==> src/rtl/msib_pkg.sv <==
package msib_pkg;

    parameter int DATA_W = 32;
    parameter int VEC_W  = 11;
    parameter int FID_W  = DATA_W - VEC_W;
    parameter int AW     = 32;
    parameter int OFF_W  = 16;
    parameter int ISC_W  = 3;
    parameter int QUAL_W = 32;
    parameter int QUAL_SH = 16;
    parameter int IRQ_W  = 32;
    parameter int ISC_SH = 27;

    localparam int BN_W = ((OFF_W > VEC_W) ? OFF_W : VEC_W) + 1;

    localparam logic [7:0] ERR_NO_FN     = 8'h10;
    localparam logic [7:0] ERR_MEM_FAULT = 8'h13;
    localparam logic [IRQ_W-1:0] IRQ_ADAPTER_FLAG = {1'b1, {(IRQ_W-1){1'b0}}};

    typedef struct packed {
        logic [AW-1:0]    ind_base;
        logic [OFF_W-1:0] ind_off;
        logic [AW-1:0]    sum_base;
        logic [OFF_W-1:0] sum_off;
        logic [ISC_W-1:0] isc;
    } fn_map_t;

    typedef struct packed {
        logic             vld;
        logic [FID_W-1:0] fid;
        fn_map_t          map;
    } fn_entry_t;

    typedef struct packed {
        logic [AW-1:0] addr;
        logic [7:0]    mask;
    } bit_loc_t;

    typedef enum logic [2:0] {
        ST_IDLE, ST_LOOKUP, ST_IND_RD, ST_IND_WAIT,
        ST_IND_WR, ST_SUM_RD, ST_SUM_WAIT, ST_SUM_WR
    } seq_st_t;

    function automatic bit_loc_t locate(input logic [AW-1:0] base,
                                        input logic [OFF_W-1:0] off,
                                        input logic [VEC_W-1:0] vec);
        logic [BN_W-1:0] bn;
        bit_loc_t r;
        bn     = BN_W'(off) + BN_W'(vec);
        r.addr = base + AW'(bn >> 3);
        r.mask = 8'h80 >> bn[2:0];
        return r;
    endfunction

    function automatic logic [IRQ_W-1:0] make_irq_word(input logic [ISC_W-1:0] isc);
        return (IRQ_W'(isc) << ISC_SH) | IRQ_ADAPTER_FLAG;
    endfunction

endpackage

==> src/rtl/msib_fn_table.sv <==
module msib_fn_table
    import msib_pkg::*;
#(
    parameter int NUM_FN = 8,
    localparam int IDX_W = (NUM_FN > 1) ? $clog2(NUM_FN) : 1
) (
    input  logic             clk,
    input  logic             rst,
    input  logic             cfg_we,
    input  logic [IDX_W-1:0] cfg_idx,
    input  fn_entry_t        cfg_entry,
    input  logic [FID_W-1:0] look_fid,
    output logic             hit,
    output fn_map_t          hit_map
);

    fn_entry_t         slot_q [NUM_FN];
    logic [NUM_FN-1:0] match;

    for (genvar g = 0; g < NUM_FN; g++) begin : g_slot
        always_ff @(posedge clk) begin
            if (rst) begin
                slot_q[g] <= '0;
            end else if (cfg_we && cfg_idx == IDX_W'(g)) begin
                slot_q[g] <= cfg_entry;
            end
        end
        assign match[g] = slot_q[g].vld && (slot_q[g].fid == look_fid);
    end

    // lowest matching slot wins
    always_comb begin
        hit     = 1'b0;
        hit_map = '0;
        for (int i = NUM_FN - 1; i >= 0; i--) begin
            if (match[i]) begin
                hit     = 1'b1;
                hit_map = slot_q[i].map;
            end
        end
    end

    AST_HIT_MEANS_MATCH: assert property (@(posedge clk) disable iff (rst)
        hit |-> (match != '0)) else $error("hit without match");

endmodule

==> src/rtl/msib_locator.sv <==
module msib_locator
    import msib_pkg::*;
(
    input  logic [AW-1:0]    base,
    input  logic [OFF_W-1:0] off,
    input  logic [VEC_W-1:0] vec,
    output bit_loc_t         loc
);

    assign loc = locate(base, off, vec);

endmodule

==> src/rtl/msib_seq.sv <==
module msib_seq
    import msib_pkg::*;
(
    input  logic              clk,
    input  logic              rst,
    input  logic              msg_valid,
    output logic              msg_ready,
    input  logic [DATA_W-1:0] msg_wdata,
    output logic [FID_W-1:0]  look_fid,
    input  logic              hit,
    input  fn_map_t           hit_map,
    output fn_map_t           map_q,
    output logic [VEC_W-1:0]  vec_q,
    input  bit_loc_t          ind_loc,
    input  bit_loc_t          sum_loc,
    output logic              mem_req,
    output logic              mem_we,
    output logic              mem_lock,
    output logic [AW-1:0]     mem_addr,
    output logic [7:0]        mem_wdata,
    input  logic              mem_rvalid,
    input  logic [7:0]        mem_rdata,
    input  logic              mem_err,
    output logic              irq_valid,
    output logic [IRQ_W-1:0]  irq_word,
    output logic              err_valid,
    output logic [7:0]        err_code,
    output logic [FID_W-1:0]  err_fid,
    output logic [QUAL_W-1:0] err_qual
);

    seq_st_t          st_q;
    logic [FID_W-1:0] fid_q;
    logic [7:0]       old_q;
    logic             on_ind;

    assign msg_ready = (st_q == ST_IDLE);
    assign look_fid  = fid_q;

    always_ff @(posedge clk) begin
        if (rst) begin
            st_q      <= ST_IDLE;
            fid_q     <= '0;
            vec_q     <= '0;
            map_q     <= '0;
            old_q     <= '0;
            irq_valid <= 1'b0;
            irq_word  <= '0;
            err_valid <= 1'b0;
            err_code  <= '0;
            err_fid   <= '0;
            err_qual  <= '0;
        end else begin
            irq_valid <= 1'b0;
            err_valid <= 1'b0;
            case (st_q)
                ST_IDLE: begin
                    if (msg_valid) begin
                        vec_q <= msg_wdata[VEC_W-1:0];
                        fid_q <= msg_wdata[DATA_W-1:VEC_W];
                        st_q  <= ST_LOOKUP;
                    end
                end
                ST_LOOKUP: begin
                    if (hit) begin
                        map_q <= hit_map;
                        st_q  <= ST_IND_RD;
                    end else begin
                        err_valid <= 1'b1;
                        err_code  <= ERR_NO_FN;
                        err_fid   <= fid_q;
                        err_qual  <= QUAL_W'(vec_q) << QUAL_SH;
                        st_q      <= ST_IDLE;
                    end
                end
                ST_IND_RD: st_q <= ST_IND_WAIT;
                ST_IND_WAIT: begin
                    if (mem_rvalid) begin
                        if (mem_err) begin
                            err_valid <= 1'b1;
                            err_code  <= ERR_MEM_FAULT;
                            err_fid   <= '0;
                            err_qual  <= '0;
                            st_q      <= ST_IDLE;
                        end else begin
                            old_q <= mem_rdata;
                            st_q  <= ST_IND_WR;
                        end
                    end
                end
                ST_IND_WR: st_q <= ST_SUM_RD;
                ST_SUM_RD: st_q <= ST_SUM_WAIT;
                ST_SUM_WAIT: begin
                    if (mem_rvalid) begin
                        if (mem_err) begin
                            err_valid <= 1'b1;
                            err_code  <= ERR_MEM_FAULT;
                            err_fid   <= '0;
                            err_qual  <= '0;
                            st_q      <= ST_IDLE;
                        end else begin
                            old_q <= mem_rdata;
                            st_q  <= ST_SUM_WR;
                            if (mem_rdata == 8'h00) begin
                                irq_valid <= 1'b1;
                                irq_word  <= make_irq_word(map_q.isc);
                            end
                        end
                    end
                end
                ST_SUM_WR: st_q <= ST_IDLE;
                default:   st_q <= ST_IDLE;
            endcase
        end
    end

    always_comb begin
        on_ind    = (st_q == ST_IND_RD) || (st_q == ST_IND_WAIT) || (st_q == ST_IND_WR);
        mem_req   = (st_q == ST_IND_RD) || (st_q == ST_IND_WR) ||
                    (st_q == ST_SUM_RD) || (st_q == ST_SUM_WR);
        mem_we    = (st_q == ST_IND_WR) || (st_q == ST_SUM_WR);
        mem_lock  = on_ind || (st_q == ST_SUM_RD) || (st_q == ST_SUM_WAIT) ||
                    (st_q == ST_SUM_WR);
        mem_addr  = on_ind ? ind_loc.addr : sum_loc.addr;
        mem_wdata = old_q | (on_ind ? ind_loc.mask : sum_loc.mask);
    end

    AST_ONE_IN_FLIGHT: assert property (@(posedge clk) disable iff (rst)
        (msg_valid && msg_ready) |=> !msg_ready) else $error("second accept");

    AST_WRITE_IS_OR: assert property (@(posedge clk) disable iff (rst)
        (mem_req && mem_we) |-> ($past(mem_rvalid) &&
            ((mem_wdata & $past(mem_rdata)) == $past(mem_rdata)) &&
            ($countones(mem_wdata ^ $past(mem_rdata)) <= 1)))
        else $error("write not an OR of the read byte");

    AST_WRITE_LOCKED: assert property (@(posedge clk) disable iff (rst)
        (mem_req && mem_we) |-> (mem_lock && $past(mem_lock)))
        else $error("write outside lock");

    AST_IRQ_WITH_SUM_WRITE: assert property (@(posedge clk) disable iff (rst)
        irq_valid |-> (mem_req && mem_we && !err_valid))
        else $error("interrupt outside summary write");

    AST_ERR_QUIET_MEM: assert property (@(posedge clk) disable iff (rst)
        err_valid |-> (!mem_req && !irq_valid && msg_ready))
        else $error("memory active during error");

endmodule

==> src/rtl/msi_bitmap_setter.sv <==
module msi_bitmap_setter
    import msib_pkg::*;
#(
    parameter int NUM_FN = 8,
    localparam int IDX_W = (NUM_FN > 1) ? $clog2(NUM_FN) : 1
) (
    input  logic              clk,
    input  logic              rst,
    input  logic              msg_valid,
    output logic              msg_ready,
    input  logic [DATA_W-1:0] msg_wdata,
    input  logic              msg_rd_en,
    output logic              msg_rd_valid,
    output logic [DATA_W-1:0] msg_rd_data,
    input  logic              cfg_we,
    input  logic [IDX_W-1:0]  cfg_idx,
    input  logic              cfg_valid,
    input  logic [FID_W-1:0]  cfg_fid,
    input  logic [AW-1:0]     cfg_ind_base,
    input  logic [OFF_W-1:0]  cfg_ind_off,
    input  logic [AW-1:0]     cfg_sum_base,
    input  logic [OFF_W-1:0]  cfg_sum_off,
    input  logic [ISC_W-1:0]  cfg_isc,
    output logic              mem_req,
    output logic              mem_we,
    output logic              mem_lock,
    output logic [AW-1:0]     mem_addr,
    output logic [7:0]        mem_wdata,
    input  logic              mem_rvalid,
    input  logic [7:0]        mem_rdata,
    input  logic              mem_err,
    output logic              irq_valid,
    output logic [IRQ_W-1:0]  irq_word,
    output logic              err_valid,
    output logic [7:0]        err_code,
    output logic [FID_W-1:0]  err_fid,
    output logic [QUAL_W-1:0] err_qual
);

    fn_entry_t        cfg_entry;
    fn_map_t          hit_map;
    fn_map_t          map_q;
    logic             hit;
    logic [FID_W-1:0] look_fid;
    logic [VEC_W-1:0] vec_q;
    bit_loc_t         ind_loc;
    bit_loc_t         sum_loc;
    logic             rd_q;

    always_comb begin
        cfg_entry.vld          = cfg_valid;
        cfg_entry.fid          = cfg_fid;
        cfg_entry.map.ind_base = cfg_ind_base;
        cfg_entry.map.ind_off  = cfg_ind_off;
        cfg_entry.map.sum_base = cfg_sum_base;
        cfg_entry.map.sum_off  = cfg_sum_off;
        cfg_entry.map.isc      = cfg_isc;
    end

    msib_fn_table #(.NUM_FN(NUM_FN)) u_table (
        .clk       (clk),
        .rst       (rst),
        .cfg_we    (cfg_we),
        .cfg_idx   (cfg_idx),
        .cfg_entry (cfg_entry),
        .look_fid  (look_fid),
        .hit       (hit),
        .hit_map   (hit_map)
    );

    msib_locator u_ind_loc (
        .base (map_q.ind_base),
        .off  (map_q.ind_off),
        .vec  (vec_q),
        .loc  (ind_loc)
    );

    msib_locator u_sum_loc (
        .base (map_q.sum_base),
        .off  (map_q.sum_off),
        .vec  ('0),
        .loc  (sum_loc)
    );

    msib_seq u_seq (
        .clk        (clk),
        .rst        (rst),
        .msg_valid  (msg_valid),
        .msg_ready  (msg_ready),
        .msg_wdata  (msg_wdata),
        .look_fid   (look_fid),
        .hit        (hit),
        .hit_map    (hit_map),
        .map_q      (map_q),
        .vec_q      (vec_q),
        .ind_loc    (ind_loc),
        .sum_loc    (sum_loc),
        .mem_req    (mem_req),
        .mem_we     (mem_we),
        .mem_lock   (mem_lock),
        .mem_addr   (mem_addr),
        .mem_wdata  (mem_wdata),
        .mem_rvalid (mem_rvalid),
        .mem_rdata  (mem_rdata),
        .mem_err    (mem_err),
        .irq_valid  (irq_valid),
        .irq_word   (irq_word),
        .err_valid  (err_valid),
        .err_code   (err_code),
        .err_fid    (err_fid),
        .err_qual   (err_qual)
    );

    always_ff @(posedge clk) begin
        if (rst) rd_q <= 1'b0;
        else     rd_q <= msg_rd_en;
    end

    assign msg_rd_valid = rd_q;
    assign msg_rd_data  = rd_q ? '1 : '0;

    AST_WINDOW_READ_ONES: assert property (@(posedge clk) disable iff (rst)
        msg_rd_en |=> (msg_rd_valid && msg_rd_data == 32'hFFFF_FFFF))
        else $error("window read not all ones");

endmodule

==> config.mk <==
export PLATFORM = sky130hd
export DESIGN_NAME = msi_bitmap_setter
export DESIGN_NICKNAME = d
export VERILOG_FILES = /design/src/rtl/msib_pkg.sv /design/src/rtl/msib_fn_table.sv /design/src/rtl/msib_locator.sv /design/src/rtl/msib_seq.sv /design/src/rtl/msi_bitmap_setter.sv
export SDC_FILE = /design/constraint.sdc
export NUM_CORES = 2
export LEC_CHECK = 0
export CAP_MARGIN = 10
export CORE_AREA = 3 3 474 476
export CTS_CLUSTER_DIAMETER = 200
export CTS_CLUSTER_SIZE = 8
export DETAILED_ROUTE_END_ITERATION = 10
export DIE_AREA = 0 0 477 479
export DONT_BUFFER_PORTS = 1
export GPL_TIMING_DRIVEN = 0
export PLACE_DENSITY = 0.41
export SLEW_MARGIN = 0
export SYNTH_ARGS = -nofsm -noshare
export SYNTH_HDL_FRONTEND = slang
export SYNTH_SLANG_ARGS = --single-unit
==> constraint.sdc <==
create_clock -name clk -period 6.25 [get_ports clk]
set_input_delay 0.3125 -clock clk [delete_from_list [all_inputs] [get_ports clk]]
set_output_delay 0.3125 -clock clk [all_outputs]
set_load 0.05 [all_outputs]
==> results.md <==
- # setup viols final: 0
- FP Rows: between 150 and 200
- Worst-case register-to-register setup slack: 1080 ps
- Category of the critical setup timing path: reg2out
- Most frequent cells in the layout: sky130_fd_sc_hd__and2_1 (972), sky130_fd_sc_hd__edfxtp_1 (968), sky130_fd_sc_hd__nand2_1 (407), sky130_fd_sc_hd__nor2_1 (346), sky130_fd_sc_hd__clkbuf_1 (341)
- Clock tree from TritonCTS: built
- Worst-case clock skew: 34.3 ps
- Htree depth: 4
- Vias per cell: between 4 and 5
- Cell with the biggest individual delay on the critical path: sky130_fd_sc_hd__a21oi_4
- Critical path capture point type: primary output
- Instance count along the most critical hold path: 4
- Status: finished, final reports clean
- Post-route worst setup slack: about 380 ps
- Wire length of the first global-routing pass: approximately 310,000 um
- Worst stage delay on the critical path: 480 ps
- Number of distinct standard cells referenced by the synthesized netlist: 77
- GPL Wtd Cong: approximately 0.83
- Worst setup slack before clock tree synthesis: 361 ps
- Largest fanout on the critical path: 5
- Number of CTS-inserted buffers: between 150 and 200
- Wire per inst: roughly 26 um
- Area delta synth->final: 21.6%
- Syn. warnings: 0
- Layout fillers: ~23,000
- Number of port buffers: 0
- Antenna violation net count after detailed routing: 0
- Endpoint arrival time on the critical path: 5560 ps
- GRT Total Usage: a little under a fifth
- Sinks on the clock net: 1,151
- Kind of cell adding the most delay to the critical path: compound AO/OA/AOI/OAI gates
- Cell-by-cell listing of the critical path: ha_1 > inv_1 > fa_1 > nor2b_1 > o21ai_1 > a21oi_1 > o21a_1 > o21ai_1 > a21oi_2 > buf_4 > nor4_1 > nor2_1 > ha_1 > a21o_1 > a21o_1 > a22oi_1 > nand3_1 > a31oi_1 > xnor2_1 > nor2_1 > a21oi_4
- Worst reg-to-reg path cell count: 12
- Mean area per synthesized cell: 11.3 um^2
- I/O pin count: 343
- Max-Slew Margin vs Limit: ~4.8%
- Data required, critical path: 5940 ps
- Vias in the first global route: ~39,000
- Flop and latch count out of synthesis: around 1,200
- Setup repair after global routing missed its margin: no
- Fmax: 170 MHz
- Critical path buffer and inverter count: 2
- Sequential fraction of the synthesis area: about three fifths
- Share of async-settable or async-resettable flops after synthesis: 0%
- Maximum vdd drop: roughly 0.27 mV
- Final Hold Fails: 0
- Vias after detailed routing: between 30,000 and 40,000
- Power per unit of standard cell area: about 280 nW/um^2
- Post-synth top flop: sky130_fd_sc_hd__edfxtp_1
- Starting density of the core: between 20% and 30%
- Worst Hold Class: in2reg
- Actual slew at the worst max-slew pin: roughly 1400 ps
- Footprint of the multi-input gates: between 20,000 and 25,000 um^2
- Total overflow reported by the global router: 0
- Hold-critical path endpoint: u_seq.vec_q[2]
- Cell area after synthesis: 55,100 um^2
- Router iterations before antenna repair: 5
- CP Launch Type: flop
- Ratio of cells with drive above 1 in the final layout: under 10%
- Post-synth EDFFs: approximately 970
- Die height: 479 um
- Worst R2R End: u_seq.map_q[34]
- Library cell used as clock root buffer: sky130_fd_sc_hd__clkbuf_16
- Final standard cell utilization of the core: 30.3%
- Synthesized netlist cell count: 4,896
- Clock latency on the worst-skew pair: 800 ps
- Die outline width: between 400 and 500 um
- Leakage power summed over all cells: 23.6 nW
- Pins over their slew limit: 0
- Post-CTS clock slew at the launch and capture registers of the worst setup and hold paths: ~50 ps
- Fin nets: approximately 5,600
- Number of antenna violations at the first check in global routing: 68
- Min-delay src: msg_valid
- Critical register-to-register path startpoint: u_seq.look_fid[0]
- Max Buffers Root-to-Sink: 3
- Period Utilization, post-route: 94.0%
- Maximum number of pins on one net before global-route repair: 52
- Total of max-cap violations: 0
- Die area: about 230,000 um^2
- DRC errors left: 0
- Most common library cell in the layout ignoring fill and taps: sky130_fd_sc_hd__and2_1
- Core area: about 220,000 um^2
- Final Routed Wirelength: between 200,000 and 250,000 um
- Post-detailed-placement half-perimeter wirelength: around 160,000 um
- Number of design-rule violations left by the first detailed-router iteration: 3,604
- Sequential Area: ~33,000 um^2
- Final critical delay including setup and external delays: approximately 5900 ps
worst register-to-register path, cell delays in order (launching register included):
cell and delay [ps]:
sky130_fd_sc_hd__dfxtp_1 290, sky130_fd_sc_hd__buf_4 200, sky130_fd_sc_hd__xnor2_1 470, sky130_fd_sc_hd__nand4_1 170, sky130_fd_sc_hd__nor4_1 480, sky130_fd_sc_hd__and4_1 430, sky130_fd_sc_hd__buf_2 660, sky130_fd_sc_hd__buf_1 1120
sky130_fd_sc_hd__buf_1 730, sky130_fd_sc_hd__nand2_1 130, sky130_fd_sc_hd__nand2_1 110, sky130_fd_sc_hd__a311oi_2 70, sky130_fd_sc_hd__nor4_2 200
registers in the layout, summed over array words and instances (netlist names):
name,cells
u_table.slot_q,968
u_seq.map_q,99
u_seq.err_fid,21
u_seq.look_fid,21
u_seq.err_qual,11
u_seq.vec_q,11
u_seq.old_q,8
u_seq.irq_word,4
u_seq.st_q,3
u_seq.err_code,2
msg_rd_valid,1
u_seq.err_valid,1
u_seq.irq_valid,1
through the flow:
stage / total power, mW / cell area [um^2] / hold slack (ps) / cells / TNS, ps
2_1_floorplan: 9.70 / 55300 / 436 / 4949 / -319060
3_3_place_gp: 10.1 / 59000 / 447 / 7924 / -5212540
3_5_place_dp: 10.1 / 60500 / 454 / 7993 / 0
4_1_cts: 18.7 / 66900 / 47.3 / 8447 / 0
5_1_grt: 19.2 / 67000 / 97.8 / 8458 / 0
6_report: 18.5 / 67100 / 120 / 8478 / 0
metal layers:
layer	wire length (um)	GRT usage, %
met2	101000	30.1
met3	15800	4.07
met5	77	0
met1	102000	26.6
met4	5940	5.18
cells in the mapped netlist (61+ instances only):
| cell type | n | area [um^2] |
|---|---|---|
| sky130_fd_sc_hd__a21oi_1 | 81 | 405 |
| sky130_fd_sc_hd__a311oi_1 | 61 | 534 |
| sky130_fd_sc_hd__and2_1 | 972 | 6080 |
| sky130_fd_sc_hd__buf_4 | 104 | 781 |
| sky130_fd_sc_hd__clkbuf_1 | 242 | 908 |
| sky130_fd_sc_hd__dfxtp_1 | 183 | 3660 |
| sky130_fd_sc_hd__edfxtp_1 | 968 | 29100 |
| sky130_fd_sc_hd__nand2_1 | 407 | 1530 |
| sky130_fd_sc_hd__nand3_1 | 314 | 1570 |
| sky130_fd_sc_hd__nand4_1 | 85 | 532 |
| sky130_fd_sc_hd__nor2_1 | 346 | 1300 |
| sky130_fd_sc_hd__nor3_1 | 216 | 1080 |
| sky130_fd_sc_hd__nor4_1 | 72 | 450 |
| sky130_fd_sc_hd__o21a_1 | 107 | 803 |
| sky130_fd_sc_hd__xnor2_1 | 186 | 1630 |
report_power, final:
group          total (mW)  switching (mW)  internal (mW)  leakage, nW
Clock                8.41            3.57           4.83         2.22
Sequential           8.94           0.170           8.77         10.8
Combinational        1.18           0.810          0.369         10.5
kinds of logic (layout without fill, tap and decap cells):
family,count (synthesis),after routing,synth area share (%)
AO/OA/AOI/OAI,439,439,6.37
adder cells (fa/ha/maj),41,41,0.972
flip-flops,1151,1151,59.4
buffers and inverters,456,982,4.09
XOR/XNOR,234,234,3.75
multiplexers,30,30,0.547
AND/OR/NAND/NOR,2544,2544,24.9
other,1,82,0.00680
worst max path at each step:
stage,slack (ps),cells past startpoint,from,end
global route,50,20,u_seq.vec_q[0],mem_addr[27]
floorplan,-460,2,cfg_idx[0],u_table.slot_q[0][242]
finish,380,21,u_seq.vec_q[0],mem_addr[13]
CTS,30,20,u_seq.vec_q[0],mem_addr[27]
detailed placement,360,18,u_seq.vec_q[0],mem_addr[26]
global placement,-7360,2,cfg_idx[2],u_table.slot_q[0][433]
cell type report:
class,count,area share [%]
well taps,2975,5.55
repair buffers,244,4.53
clock inverters,14,0.373
flip-flops and latches,1151,48.8
plain buffers,426,3.21
inverters,30,0.168
diodes,28,0.104
clock buffers,268,6.61
multi-input cells,3342,30.6
timing repair:
item,4_1_cts,5_1_grt
pin swaps,0,2
setup endpoints to repair,14,21
hold buffers,172,0
resized for setup,7,11
cloned,0,0
buffers inserted,0,2
hold endpoints to repair,1020,0
Power figures use the tool's default switching activity.
